## src/rtl/ldr_pkg.sv

```systemverilog
package ldr_pkg;
  localparam int unsigned ALIAS_W = 10;

  localparam logic [ALIAS_W-1:0] MONO_P0 = 10'h3B4;
  localparam logic [ALIAS_W-1:0] MONO_P1 = 10'h3B5;
  localparam logic [ALIAS_W-1:0] MONO_P2 = 10'h3B8;
  localparam logic [ALIAS_W-1:0] MONO_P3 = 10'h3B9;
  localparam logic [ALIAS_W-1:0] MONO_P4 = 10'h3BA;
  localparam logic [ALIAS_W-1:0] MONO_P5 = 10'h3BF;
  localparam logic [ALIAS_W-1:0] TAIL_LO = 10'h3BC;
  localparam logic [ALIAS_W-1:0] TAIL_HI = 10'h3BF;
  localparam logic [ALIAS_W-1:0] CLR_A_LO = 10'h3B0;
  localparam logic [ALIAS_W-1:0] CLR_A_HI = 10'h3BB;
  localparam logic [ALIAS_W-1:0] CLR_B_LO = 10'h3C0;
  localparam logic [ALIAS_W-1:0] CLR_B_HI = 10'h3DF;

  localparam logic [31:0] FB_LO   = 32'h000A_0000;
  localparam logic [31:0] FB_HI   = 32'h000B_FFFF;
  localparam logic [31:0] MONO_LO = 32'h000B_0000;
  localparam logic [31:0] MONO_HI = 32'h000B_7FFF;

  typedef enum logic {
    PORT_HUB = 1'b0,
    PORT_GFX = 1'b1
  } port_e;

  typedef struct packed {
    logic mono;
    logic tail;
    logic colour;
  } io_hits_t;

  typedef struct packed {
    logic mono;
    logic frame;
  } mem_hits_t;
endpackage

```

## src/rtl/ldr_io_classify.sv

```systemverilog
module ldr_io_classify
  import ldr_pkg::*;
#(
  parameter int unsigned LANES = 4,
  localparam int unsigned LANE_W = $clog2(LANES)
) (
  input  logic [ALIAS_W-1:LANE_W] io_word,
  input  logic [LANES-1:0]        lane_en,
  output io_hits_t                hits
);
  logic [LANES-1:0] mono_l;
  logic [LANES-1:0] tail_l;
  logic [LANES-1:0] colour_l;

  for (genvar g = 0; g < LANES; g++) begin : g_lane
    localparam logic [LANE_W-1:0] LANE_IDX = LANE_W'(g);
    logic [ALIAS_W-1:0] byte_a;
    logic               is_mono;
    logic               is_tail;
    logic               is_colour;

    always_comb begin
      byte_a    = {io_word, LANE_IDX};
      is_mono   = (byte_a == MONO_P0) || (byte_a == MONO_P1) ||
                  (byte_a == MONO_P2) || (byte_a == MONO_P3) ||
                  (byte_a == MONO_P4) || (byte_a == MONO_P5);
      is_tail   = (byte_a >= TAIL_LO) && (byte_a <= TAIL_HI);
      is_colour = ((byte_a >= CLR_A_LO) && (byte_a <= CLR_A_HI)) ||
                  ((byte_a >= CLR_B_LO) && (byte_a <= CLR_B_HI));
      mono_l[g]   = lane_en[g] && is_mono;
      tail_l[g]   = lane_en[g] && is_tail;
      colour_l[g] = lane_en[g] && is_colour;
    end
  end

  always_comb begin
    hits.mono   = |mono_l;
    hits.tail   = |tail_l;
    hits.colour = |colour_l;
  end
endmodule

```

## src/rtl/ldr_mem_classify.sv

```systemverilog
module ldr_mem_classify
  import ldr_pkg::*;
#(
  parameter int unsigned ADDR_W = 32
) (
  input  logic [ADDR_W-1:0] addr,
  output mem_hits_t         hits
);
  localparam logic [ADDR_W-1:0] FB_LO_W   = ADDR_W'(FB_LO);
  localparam logic [ADDR_W-1:0] FB_HI_W   = ADDR_W'(FB_HI);
  localparam logic [ADDR_W-1:0] MONO_LO_W = ADDR_W'(MONO_LO);
  localparam logic [ADDR_W-1:0] MONO_HI_W = ADDR_W'(MONO_HI);

  always_comb begin
    hits.frame = (addr >= FB_LO_W) && (addr <= FB_HI_W);
    hits.mono  = (addr >= MONO_LO_W) && (addr <= MONO_HI_W);
  end
endmodule

```

## src/rtl/ldr_io_window.sv

```systemverilog
module ldr_io_window #(
  parameter int unsigned IO_ADDR_W = 16,
  parameter int unsigned LANE_W    = 2
) (
  input  logic [IO_ADDR_W-1:LANE_W] io_word,
  input  logic [IO_ADDR_W-1:0]      base,
  input  logic [IO_ADDR_W-1:0]      limit,
  input  logic                      isa_en,
  output logic                      hit
);
  logic [IO_ADDR_W-1:0] word_a;
  logic                 in_range;
  logic                 isa_alias;

  always_comb begin
    word_a    = {io_word, {LANE_W{1'b0}}};
    in_range  = (word_a >= base) && (word_a <= limit);
    isa_alias = isa_en && (|word_a[9:8]);
    hit       = in_range && !isa_alias;
  end
endmodule

```

## src/rtl/ldr_route_sel.sv

```systemverilog
module ldr_route_sel
  import ldr_pkg::*;
(
  input  logic      is_io,
  input  logic      eff_vga,
  input  logic      eff_mono,
  input  io_hits_t  io_hits,
  input  mem_hits_t mem_hits,
  input  logic      win_hit,
  output port_e     port
);
  port_e io_port;
  port_e mem_port;

  always_comb begin
    if (!eff_vga) begin
      if (io_hits.mono || io_hits.colour) io_port = PORT_HUB;
      else if (win_hit)                   io_port = PORT_GFX;
      else                                io_port = PORT_HUB;
    end else if (io_hits.tail || (eff_mono && io_hits.mono)) begin
      io_port = PORT_HUB;
    end else if (io_hits.colour || win_hit) begin
      io_port = PORT_GFX;
    end else begin
      io_port = PORT_HUB;
    end
  end

  always_comb begin
    if (!mem_hits.frame || !eff_vga)     mem_port = PORT_HUB;
    else if (mem_hits.mono && eff_mono)  mem_port = PORT_HUB;
    else                                 mem_port = PORT_GFX;
  end

  assign port = is_io ? io_port : mem_port;
endmodule

```

## src/rtl/legacy_disp_router.sv

```systemverilog
module legacy_disp_router
  import ldr_pkg::*;
#(
  parameter int unsigned ADDR_W    = 32,
  parameter int unsigned IO_ADDR_W = 16,
  parameter int unsigned LANES     = 4,
  localparam int unsigned LANE_W   = $clog2(LANES)
) (
  input  logic                 clk,
  input  logic                 rst_n,
  input  logic                 req_valid,
  input  logic                 req_is_io,
  input  logic [ADDR_W-1:0]    req_addr,
  input  logic [LANES-1:0]     req_be,
  input  logic                 cfg_vga_en,
  input  logic                 cfg_mda_present,
  input  logic                 cfg_isa_en,
  input  logic [IO_ADDR_W-1:0] cfg_io_base,
  input  logic [IO_ADDR_W-1:0] cfg_io_limit,
  output logic                 rsp_valid,
  output logic                 rsp_to_gfx,
  output logic                 cfg_err
);
  io_hits_t  io_hits;
  mem_hits_t mem_hits;
  logic      win_hit;
  logic      eff_vga;
  logic      eff_mono;
  logic      bad_cfg;
  port_e     port_sel;

  logic valid_q, valid_d;
  logic gfx_q, gfx_d, gfx_en;
  logic err_q, err_d;

  always_comb begin
    bad_cfg  = !cfg_vga_en && cfg_mda_present;
    eff_vga  = cfg_vga_en;
    eff_mono = cfg_vga_en && cfg_mda_present;
  end

  ldr_io_classify #(.LANES(LANES)) u_io_cls (
    .io_word (req_addr[ALIAS_W-1:LANE_W]),
    .lane_en (req_be),
    .hits    (io_hits)
  );

  ldr_mem_classify #(.ADDR_W(ADDR_W)) u_mem_cls (
    .addr (req_addr),
    .hits (mem_hits)
  );

  ldr_io_window #(.IO_ADDR_W(IO_ADDR_W), .LANE_W(LANE_W)) u_win (
    .io_word (req_addr[IO_ADDR_W-1:LANE_W]),
    .base    (cfg_io_base),
    .limit   (cfg_io_limit),
    .isa_en  (cfg_isa_en),
    .hit     (win_hit)
  );

  ldr_route_sel u_sel (
    .is_io    (req_is_io),
    .eff_vga  (eff_vga),
    .eff_mono (eff_mono),
    .io_hits  (io_hits),
    .mem_hits (mem_hits),
    .win_hit  (win_hit),
    .port     (port_sel)
  );

  always_comb begin
    valid_d = req_valid;
    gfx_en  = req_valid;
    gfx_d   = (port_sel == PORT_GFX);
    err_d   = err_q || bad_cfg;
  end

  always_ff @(posedge clk or negedge rst_n) begin
    if (!rst_n) begin
      valid_q <= 1'b0;
      gfx_q   <= 1'b0;
      err_q   <= 1'b0;
    end else begin
      valid_q <= valid_d;
      if (gfx_en) gfx_q <= gfx_d;
      err_q   <= err_d;
    end
  end

  assign rsp_valid  = valid_q;
  assign rsp_to_gfx = gfx_q;
  assign cfg_err    = err_q;
endmodule

```

## config.mk

```make
export PLATFORM = sky130hd
export DESIGN_NAME = legacy_disp_router
export DESIGN_NICKNAME = d
export VERILOG_FILES = /design/src/rtl/ldr_pkg.sv /design/src/rtl/ldr_io_classify.sv /design/src/rtl/ldr_mem_classify.sv /design/src/rtl/ldr_io_window.sv /design/src/rtl/ldr_route_sel.sv /design/src/rtl/legacy_disp_router.sv
export SDC_FILE = /design/constraint.sdc
export NUM_CORES = 1
export LEC_CHECK = 0
export BUFFER_PORTS_ARGS = -buffer_cell sky130_fd_sc_hd__buf_4
export CAP_MARGIN = 40
export CORE_MARGIN = 1.5
export CORE_UTILIZATION = 30
export CTS_CLUSTER_SIZE = 10
export DETAILED_ROUTE_END_ITERATION = 8
export GPL_TIMING_DRIVEN = 0
export MAX_ROUTING_LAYER = met4
export PLACE_DENSITY = 0.76
export SLEW_MARGIN = 20
export SYNTH_ARGS = -nofsm -noshare
export SYNTH_HDL_FRONTEND = slang
export SYNTH_SLANG_ARGS = --single-unit
```

## constraint.sdc

```tcl
create_clock -name clk -period 1 [get_ports clk]
set_clock_uncertainty 0.1 [all_clocks]
set_input_delay 0.2 -clock clk [delete_from_list [all_inputs] [get_ports clk]]
set_output_delay 0.2 -clock clk [all_outputs]
set_load 0.005 [all_outputs]
```

# Word level (Yosys, flattened, before mapping)

Cells that the tools add are included.

Register bits after elaboration: 3
Bits of input ports: 75
Output and inout port bits: 3
Logic and storage cells: 94

Magnitude comparators: 30
Eq/ne operators: 3
Mux-type cells: 8
Reductions and logical operators: 50

Operator list:

| cell                 | count |
|---|---|
| $ge 10x10->1 const B | 12 |
| $le 10x10->1 const B | 12 |
| $ge 32x20->1 const B | 2 |
| $le 32x20->1 const B | 2 |
| $logic_and 1x1->1    | 33 |
| $eq 8x8->1 const B   | 3 |
| $ge 16x16->1         | 1 |
| $le 16x16->1         | 1 |
| $reduce_or 4->1      | 3 |
| $logic_or 1x1->1     | 10 |
| $mux 1               | 8 |
| $logic_not 1->1      | 3 |
| $reduce_or 2->1      | 1 |

# Depth between registers and ports, before layout

Depth after elaboration: 10
Gate-level depth with buffers: 8
Depth with buffers taken out: 8

# Modules after synthesis

Synthesis repeated with hierarchy kept, for this count alone.

Cells, all modules: 139
Area, all modules: 1017.2 sq um

Modules (own cells, without submodules):

| module             | times used | cells an instance | area each (sq um) | sequential area each (sq um) |
|---|---|---|---|---|
| ldr_io_window      | 1          | 103               | 721.9             | 0.0 |
| legacy_disp_router | 1          | 7                 | 107.6             | 75.1 |
| ldr_io_classify    | 1          | 14                | 97.6              | 0.0 |
| ldr_mem_classify   | 1          | 7                 | 47.5              | 0.0 |
| ldr_route_sel      | 1          | 8                 | 42.5              | 0.0 |

# Worst setup path before layout

No wires, ideal clock.

Kind: input-to-reg
Start: in cfg_io_limit[11]
End: reg gfx_q (netlist: rsp_to_gfx)
Setup time: 0.120 ns
Data arrival time: 1.424 ns
Data required time: 0.780 ns
Path slack: -0.644 ns
Stages: 7
Buffers on the path: 0
Cell sequence: inv_1 > ha_1 > nand4_1 > a211o_1 > a311o_1 > a41oi_2 > nor2_2

Word-level cells in the longest chain between the ends: 8
Elaborated cells between the ends (all ways): 10
Those cells by class: order compare: 1; mux: 6; reduce/logical: 3

Ends and longest elaborated chain:

| what                   | RTL line                 | source |
|---|---|---|
| start: declaration     | legacy_disp_router.sv:19 | `input logic [IO_ADDR_W-1:0] cfg_io_limit,` |
| $le 16x16->1 *         | ldr_io_window.sv:17      | `in_range = (word_a >= base) && (word_a <= limit);` |
| $logic_and 1x1->1 *    | ldr_io_window.sv:17      |  |
| $logic_and 1x1->1 *    | ldr_io_window.sv:19      | `hit = in_range && !isa_alias;` |
| $logic_or 1x1->1       | ldr_route_sel.sv:22      | `end else if (io_hits.colour \|\| win_hit) begin` |
| $mux 1                 | ldr_route_sel.sv:22      |  |
| $mux 1                 | ldr_route_sel.sv:20      | `end else if (io_hits.tail \|\| (eff_mono && io_hits.mono)) begin` |
| $mux 1 *               | ldr_route_sel.sv:16      | `if (!eff_vga) begin` |
| $mux 1 *               | ldr_route_sel.sv:35      | `assign port = is_io ? io_port : mem_port;` |
| end signal: assignment | legacy_disp_router.sv:85 | `if (gfx_en) gfx_q <= gfx_d;` |
| end: declaration       | legacy_disp_router.sv:33 | `logic gfx_q, gfx_d, gfx_en;` |

Mark *: on every way between the ends. The rest lies on a longest branch, timed or not.
A chain may end at the register's enable or synchronous reset.

# Worst setup path in the final report

Start: in req_addr[9]
End: reg gfx_q (netlist: rsp_to_gfx)

Word-level cells in the longest chain between the ends: 10
Elaborated cells between the ends (all ways): 87
Those cells by class: order compare: 30; eq/ne: 3; mux: 8; reduce/logical: 46

Ends and longest elaborated chain:

| what                                        | RTL line                                     | source |
|---|---|---|
| start: declaration                          | legacy_disp_router.sv:13                     | `input logic [ADDR_W-1:0] req_addr,` |
| $ge 10x10->1, or another cell as far along  | ldr_io_classify.sv:28                        | `is_colour = ((byte_a >= CLR_A_LO) && (byte_a <= CLR_A_HI)) \|\|` |
| $logic_and 1x1->1, on equally long branches | ldr_io_classify.sv:28, ldr_io_classify.sv:29 |  |
| $logic_or 1x1->1                            | ldr_io_classify.sv:28                        |  |
| $logic_and 1x1->1                           | ldr_io_classify.sv:32                        | `colour_l[g] = lane_en[g] && is_colour;` |
| $reduce_or 4->1                             | ldr_io_classify.sv:39                        | `hits.colour = \|colour_l;` |
| $logic_or 1x1->1                            | ldr_route_sel.sv:22                          |  |
| $mux 1                                      | ldr_route_sel.sv:22                          |  |
| $mux 1                                      | ldr_route_sel.sv:20                          |  |
| $mux 1                                      | ldr_route_sel.sv:16                          |  |
| $mux 1 *                                    | ldr_route_sel.sv:35                          |  |

Marks and branches as above.

==> flow_metrics.env <==
export IMPL_status="complete, but fails checks"
export IMPL_violations="negative setup slack"
export IMPL_multiInputGateArea_um2=937
export IMPL_finalWorstSetupSlack_ps=-502
export IMPL_antenna_found_initial=0
export IMPL_r2r_end="rsp_to_gfx"
export IMPL_maxCapViolCount=0
export IMPL_grt_setup_unrepaired="true"
export IMPL_drtPass1Iterations=4
export IMPL_route_detailed_drc=0
export IMPL_grt_usage_pct=15.8
export IMPL_synth_simple_area_share_pct=21.0
export IMPL_min_from="req_valid"
export IMPL_syn_inst=135
export IMPL_synth_distinct_cells=33
export IMPL_seq_area_um2=75.1
export IMPL_synth_mux_area_fraction_pct=0
export IMPL_async_reset_ff_share_pct=100
export IMPL_n_antenna_cell=0
export IMPL_worstMarginPinSlew_ps=352
export IMPL_io_buffers=75
export IMPL_power_density_nw_per_um2=528
export IMPL_place_inst=254
export IMPL_yosys_warnings=0
export IMPL_fill_cells=303
export IMPL_ant_nets=0
export IMPL_relSlewSlack_pct=76.3
export IMPL_cpMaxStageDelayCell="a311o_1"
export IMPL_synth_fp_nets=238
export IMPL_hold_class="in -> reg"
export IMPL_hold_viol_final=0
export IMPL_cts_tree="done"
export IMPL_syn_to_final_growth_pct=91.1
export IMPL_fin_crit_ps=1500
export IMPL_wl_per_cell_um=10.4
export IMPL_numCtsBuffers=3
export IMPL_worstReg2RegStart="rsp_to_gfx"
export IMPL_power_leakage_uw=0.000968
export IMPL_htree_levels=1
export IMPL_core_area_um2=3080
export IMPL_first_iter_violations=23
export IMPL_yosys_top_cells_area="ha_1 (36%), inv_1 (11%), a21oi_1 (7.6%)"
export IMPL_grt_max_degree=7
export IMPL_layout_drive_gt1_share_pct=50.2
export IMPL_path_delay_family="compound AO/OA/AOI/OAI gates"
export IMPL_ys_flop_type="dfrtp_1"
export IMPL_core_rowCount=20
export IMPL_die_w_um=60.2
export IMPL_setup_viol=3
export IMPL_grt_util_met1_pct=18.7
export IMPL_r2r_slack_ps=40
export IMPL_busiest_layer="met2"
export IMPL_synth_top_family_by_area="adder cells"
export IMPL_synth_edf_count=0
export IMPL_crit_arrival_ps=1510
export IMPL_syn_avg_cell_area_um2=7.28
export IMPL_crit_type="in -> reg"
export IMPL_clockRootBuffer="clkbuf_4"
export IMPL_ys_ff_latch=3
export IMPL_timing_fmax_ghz=0.666
export IMPL_synth_fa_ha_area_share_pct=35.7
export IMPL_critPathRequiredTime_ps=1010
export IMPL_clock_sinks=3
export IMPL_io_pins=78
export IMPL_vias=1237
export IMPL_min_to="rsp_valid"
export IMPL_cp_num_buf_inv=1
export IMPL_grt_use_met3_pct=2.60
export IMPL_crit_chain="buf_8 > ha_4 > nand4_1 > a211o_1 > a311o_1 > a41oi_2 > nor2_2"
export IMPL_clkLatencyLatePin_ps=230
export IMPL_place_gp_congestion=0.784
export IMPL_die_h_um=60.2
export IMPL_place_hpwl_um=2430
export IMPL_hold_depth=1
export IMPL_overflow=0
export IMPL_grt_first_pass_wirelength_um=4400
export IMPL_grt_pass1_vias=1165
export IMPL_via_per_inst=4.67
export IMPL_pre_cts_slack_ps=-821
export IMPL_whs_ps=5.66
export IMPL_reg2reg_depth=3
export IMPL_start_util_pct=31.9
export IMPL_start_kind="input pin"
export IMPL_cp_max_fo=4
export IMPL_synthesis_area_um2=982
export IMPL_ys_seq_area_share_pct=7.64
export IMPL_slowest_delay_ps=330
export IMPL_endpoint_kind="flip-flop"
export IMPL_finalNonFillerCells=265
export IMPL_post_route_period_util_pct=150
export IMPL_yosys_area_share_xor_xnor_pct=0
export IMPL_clk_pin_slew_ps=40
export IMPL_routed_wl_um=2760
export IMPL_grt_util_met2_pct=28.0
export IMPL_clockBufferDepth=2
export IMPL_nets=325
export IMPL_synth_compound_area_share_pct=24.6
export IMPL_ir_drop_uv=226
export IMPL_yosysTopAreaCell="ha_1"
export IMPL_dieArea_um2=3630
export IMPL_synth_top_cell_area_share_pct=35.7
export IMPL_final_max_slew_violation_count=0
==> timing repair <==
item,CTS,global route
endpoints found under the hold margin,3,0
resized for setup,16,5
buffers inserted,4,2
setup endpoints to repair,4,4
pin swaps,9,8
hold buffers,1,0
==> registers in the layout (all words and copies together) (netlist names) <==
register and cells:
cfg_err 1, rsp_to_gfx 1, rsp_valid 1
==> worst reg2reg max path: stages, from the launching register on <==
cell and delay (ps):
dfrtp_1 380, buf_4 130, o22ai_1 180, nor2_2 60
==> cells by family after synthesis <==
logic type / count (synthesis)
flip-flops: 3
AO/OA/AOI/OAI: 37
adder cells (fa/ha/maj): 28
buffers and inverters: 29
AND/OR/NAND/NOR: 38
==> placed cells by master (no fill, tap or decap), types with 6 or more instances in the layout <==
cell type,instances
inv_1,21
buf_4,71
inv_2,6
a21oi_1,15
ha_4,9
buf_6,9
ha_1,19
nand2_1,10
==> routing by layer <==
metal	part of all wire, %	wire length (um)	up-vias
li1	-	-	661
met1	44	1220	529
met5	0	0	-
met3	7.8	214	0
met4	0	0	0
met2	48	1330	47
==> worst max path at each step <==
stage / end / start / depth (start not counted)
after floorplan: rsp_to_gfx / cfg_io_limit[7] / 7
after global placement: rsp_to_gfx / cfg_io_limit[7] / 8
after detailed placement: rsp_to_gfx / cfg_io_limit[7] / 8
after CTS: rsp_to_gfx / req_addr[9] / 7
after global routing: rsp_to_gfx / req_addr[5] / 8
final: rsp_to_gfx / req_addr[9] / 7
==> area by class of cell <==
class / count / share of cell area (%)
Multi-Input combinational cell: 103 / 49.9
Inverter: 29 / 6.60
Tap cell: 44 / 2.93
Timing Repair Buffer: 82 / 35.1
Clock buffer: 4 / 1.40
Sequential cell: 3 / 4.00
==> report_power, final <==
group	internal, uW	switching, uW	total, uW
Sequential	128	3.47	132
Clock	150	63.5	213
Combinational	386	260	646
==> synth_stat cells (2+ instances only) <==
cell type	instances
nand3_1	5
dfrtp_1	3
o21ai_1	2
o2111ai_1	2
a21o_1	3
nor2_1	4
nand4_1	4
a21oi_1	15
inv_1	29
ha_1	28
o21ai_0	4
o22ai_1	2
or2_2	2
nand2_1	10
nor4_1	4
==> through the flow <==
| step | TNS, ps | utilization (%) | total power [uW] | instance area, um^2 |
|---|---|---|---|---|
| after global placement | -807 | 54.9 | 703 | 1690 |
| after floorplan | -575 | - | 394 | 1070 |
| after global routing | -715 | 61.0 | 1090 | 1880 |
| after CTS | -597 | 59.6 | 984 | 1830 |
| after detailed placement | -821 | 54.9 | 719 | 1690 |
| final | -550 | 61.0 | 991 | 1880 |
Power figures use the tool's default switching activity.
